===== src/rtl/adc_strobe_seq.sv =====
module adc_strobe_seq #(
  parameter int CLK_MHZ   = 200,
  parameter int DLY1_NS   = 450,
  parameter int DLY2_NS   = 60,
  parameter int PERIOD_NS = 2000,
  parameter int DW        = 12
) (
  input  logic          clk,
  input  logic          rst_n,
  input  logic          clr_n,
  input  logic          dav_n,
  input  logic [DW-1:0] adc_d,
  output logic          enc,
  output logic          strobe_n,
  output logic [DW-1:0] word
);
  localparam int D1  = (DLY1_NS * CLK_MHZ + 999) / 1000;
  localparam int D2  = (DLY2_NS * CLK_MHZ + 999) / 1000;
  localparam int L   = D1 + D2;
  localparam int PER = (PERIOD_NS * CLK_MHZ + 999) / 1000;
  localparam int CW  = $clog2(PER);

  logic [L-1:0]  line;
  logic [CW-1:0] cnt;
  wire           flush = !rst_n || !clr_n;
  wire           take  = line[L-2] & ~line[L-1];

  always_ff @(posedge clk)
    if (flush) line <= '1;
    else       line <= {line[L-2:0], dav_n};

  assign strobe_n = line[D1-1];

  always_ff @(posedge clk)
    if (flush)     word <= '0;
    else if (take) word <= adc_d;

  always_ff @(posedge clk)
    if (!rst_n) begin
      cnt <= '0;
      enc <= 1'b0;
    end else begin
      enc <= (cnt == CW'(PER - 1));
      cnt <= (cnt == CW'(PER - 1)) ? '0 : cnt + 1'b1;
    end
endmodule


===== config.mk =====
export PLATFORM = sky130hd
export DESIGN_NAME = adc_strobe_seq
export DESIGN_NICKNAME = d
export VERILOG_FILES = /design/src/rtl/adc_strobe_seq.sv
export SDC_FILE = /design/constraint.sdc
export NUM_CORES = 1
export LEC_CHECK = 0
export BUFFER_PORTS_ARGS = -buffer_cell sky130_fd_sc_hd__buf_2
export CORE_MARGIN = 1.5
export CORE_UTILIZATION = 50
export CTS_BUF_LIST = sky130_fd_sc_hd__clkbuf_8
export DETAILED_ROUTE_END_ITERATION = 8
export GPL_TIMING_DRIVEN = 0
export PLACE_DENSITY = 0.71
export SLEW_MARGIN = 10
export SYNTH_ARGS = -nofsm -noshare
export SYNTH_HDL_FRONTEND = slang
export SYNTH_SLANG_ARGS = --single-unit

===== constraint.sdc =====
create_clock -name clk -period 1.4 [get_ports clk]
set_input_delay 0.28 -clock clk [delete_from_list [all_inputs] [get_ports clk]]
set_output_delay 0.28 -clock clk [all_outputs]
set_load 0.01 [all_outputs]

==> qor.yml <==
tightestPinTransition_ps: 416
ios: 30
synth-seq-area-share: 0.687
p_per_area_nw_per_um2: 1570
cts-root-buf: "clkbuf_8"
worst_slack_ps: -5.55
fin_nets: 388
status: "complete, but fails checks"
critPathArrivalTime_ps: 1690
synth-compound-area-share: 0.0485
vias_per_cell: 4.42
cp_slowest_cell: "or4b_4"
track_usage: 0.147
core_um2: 6910
grt_pass1_vias: 1892
dieArea_um2: 7740
ys_types: 30
syn-num-nets: 338
rsz0062_at_grt: "yes"
netlist_instances: 321
reg2reg_slack_ps: -6
fin_setup_tns_ps: -8.02
area_growth_pct: 19.8
cts_max_level: 4
antenna_left: 0
gp_congestion: 0.824
hold_end: "line[0]$_SDFF_PP1_"
antenna_found_initial: 0
die_x_um: 88.0
cts-buffers-inserted: 17
slew_headroom: 0.723
diodes: 0
r2r-start: "cnt[4]$_SDFF_PP0_"
rows: 30
whs_ps: 56.6
wl_per_cell_um: 10.5
fmax_mhz: 711
clk_latency_ps: 410
worstPathRequired_ps: 1690
start_util: 0.523
drtIter0Drc: 44
min_path_type: "input pin to flip-flop"
synth-xor-area-share: 0.00243
reg2reg_to: "cnt[7]$_SDFF_PP0_"
end_kind: "flip-flop"
dp_hpwl_um: 3080
reg2reg_depth: 3
synth_top_cell_by_area: "dfxtp_1"
path_class: "flip-flop to flip-flop"
synth_top_flop_cell: "dfxtp_1"
worstHoldStart: "dav_n"
vias: 2119
synthMuxAreaShare: 0
netlist_top_cells_count: "124 x dfxtp_1, 102 x or2_2, 30 x nand2_1, 16 x a21oi_1, 13 x clkbuf_1"
ys_seq_elements: 124
start_kind: "flip-flop"
synth_top_family_by_area: "simple AND/OR/NAND/NOR gates"
synth_top_area_share: 0.687
gr-total-overflow: 0
grt_max_degree: 17
synthAdderAreaFrac: 0.00347
peakVddDrop_mv: 0.733
clk_pin_slew_ps: 60
setup_violations: 2
leakagePower_nw: 1.56
ys_async_sr_fraction: 0
tritoncts: "done"
fin_crit_sh: 1.00
finalNonFillerCells: 479
min_period_ps: 1410
ys_warn_count: 0
drive_gt1_frac: 0.446
synth_edf_count: 0
drt-total-wl_um: 5050
drv_slew: 0
grt_pass1_wl_um: 8340
post_dp_cell_area_um2: 3880
placed_cells: 446
drc: 0
yosysMostFrequentCell: "dfxtp_1"
numClockSinks: 124
clk_path_buf_depth: 2
fin_area_um2: 4330
cpPeakStageDelay_ps: 580
syn_area_um2: 3610
die_h_um: 88.0
hold_viol: 0
maxCapViolations: 0
failed_checks: "setup timing"
io_buffers: 29
hold_depth: 2
pre_cts_ws_ps: -88.5
cp_cell_sequence: "or4b_4, o31ai_4, a21oi_1"
fin_skew_ps: 6.79
synth_simple_gate_area_frac: 0.236
firstDrtPassIters: 5
avgSynthCellArea_um2: 11.2
synth_area_leaders: "dfxtp_1 69%, or2_2 18%, nand2_1 3.1%"
path_max_fanout: 4
## cell usage in the layout (no fill, tap or decap), drive strengths merged
cell	Yosys	layout
a2111oi	1	1
a31oi	1	1
ha	1	1
nand4	2	2
nor3	1	1
o31ai	2	2
nand2b	1	1
a21oi	16	16
a311oi	1	1
nor2	3	3
buf	2	33
xnor2	1	1
or3	3	3
clkinv	0	3
and3	1	1
o21ai	4	4
or2	102	102
nand3	2	2
clkbuf	13	34
or4b	1	1
inv	5	9
o211ai	1	1
nor4	1	1
bufinv	0	3
a41oi	1	1
nand2	30	30
dfxtp	124	124
nor2b	1	1
## final cells by class
cell class / count / area, µm²
tap: 96 / 120
buffer: 15 / 61.3
clock buffer: 21 / 289
multi-input combinational: 177 / 1060
sequential: 124 / 2490
inverter: 5 / 18.8
fill: 587 / 2580
timing repair buffer: 31 / 160
clock inverter: 10 / 124
## through the flow
step | utilization | power (mW)
6_report | 0.626 | 6.79
4_1_cts | 0.623 | 6.88
5_1_grt | 0.626 | 7.07
2_1_floorplan | - | 3.68
3_3_place_gp | 0.561 | 3.72
3_5_place_dp | 0.561 | 3.72
## registers in the layout, indices dropped and copies added (netlist names)
signal / flops
enc: 1
line: 102
cnt: 9
word: 12
## kinds of logic after synthesis
family	after synthesis
buffers and inverters	20
adder cells (fa/ha/maj)	1
XOR/XNOR	1
AO/OA/AOI/OAI	27
AND/OR/NAND/NOR	148
flip-flops	124
## what timing repair did
item	in CTS	in global routing
resized for setup	4	4
hold buffers	0	0
setup endpoints to repair	2	5
buffers inserted	0	2
pin swaps	1	3
## worst max path at each step
stage	startpoint	endpoint	slack (ps)	cells after the start
final	cnt[4]$_SDFF_PP0_	cnt[7]$_SDFF_PP0_	-6	3
after floorplan	cnt[0]$_SDFF_PP0_	cnt[8]$_SDFF_PP0_	60	4
after CTS	cnt[5]$_SDFF_PP0_	cnt[7]$_SDFF_PP0_	20	3
after detailed placement	rst_n	word[7]$_SDFFE_PP0P_	-90	5
after global placement	rst_n	word[2]$_SDFFE_PP0P_	-80	5
after global routing	cnt[4]$_SDFF_PP0_	cnt[7]$_SDFF_PP0_	-30	3
## metal layers
| layer | track usage | up-vias | part of all wire |
|---|---|---|---|
| met4 | 0.0996 | 0 | 0.0099 |
| met5 | 0 | - | 0 |
| li1 | - | 1115 | - |
| met3 | 0.0763 | 4 | 0.050 |
| met1 | 0.177 | 953 | 0.50 |
| met2 | 0.203 | 47 | 0.44 |
## critical path, delay by kind of cell (launching register included)
kind | cells | cell delay [ps]
flip-flops | 1 | 350
AND/OR/NAND/NOR | 1 | 580
AO/OA/AOI/OAI | 2 | 360
## where the power goes
| part | switching (mW) | internal, mW |
|---|---|---|
| clock network | 1.23 | 1.91 |
| logic | 0.0619 | 0.0389 |
| registers | 0.00904 | 3.53 |
| total | 1.30 | 5.49 |
Power figures use the tool's default switching activity.
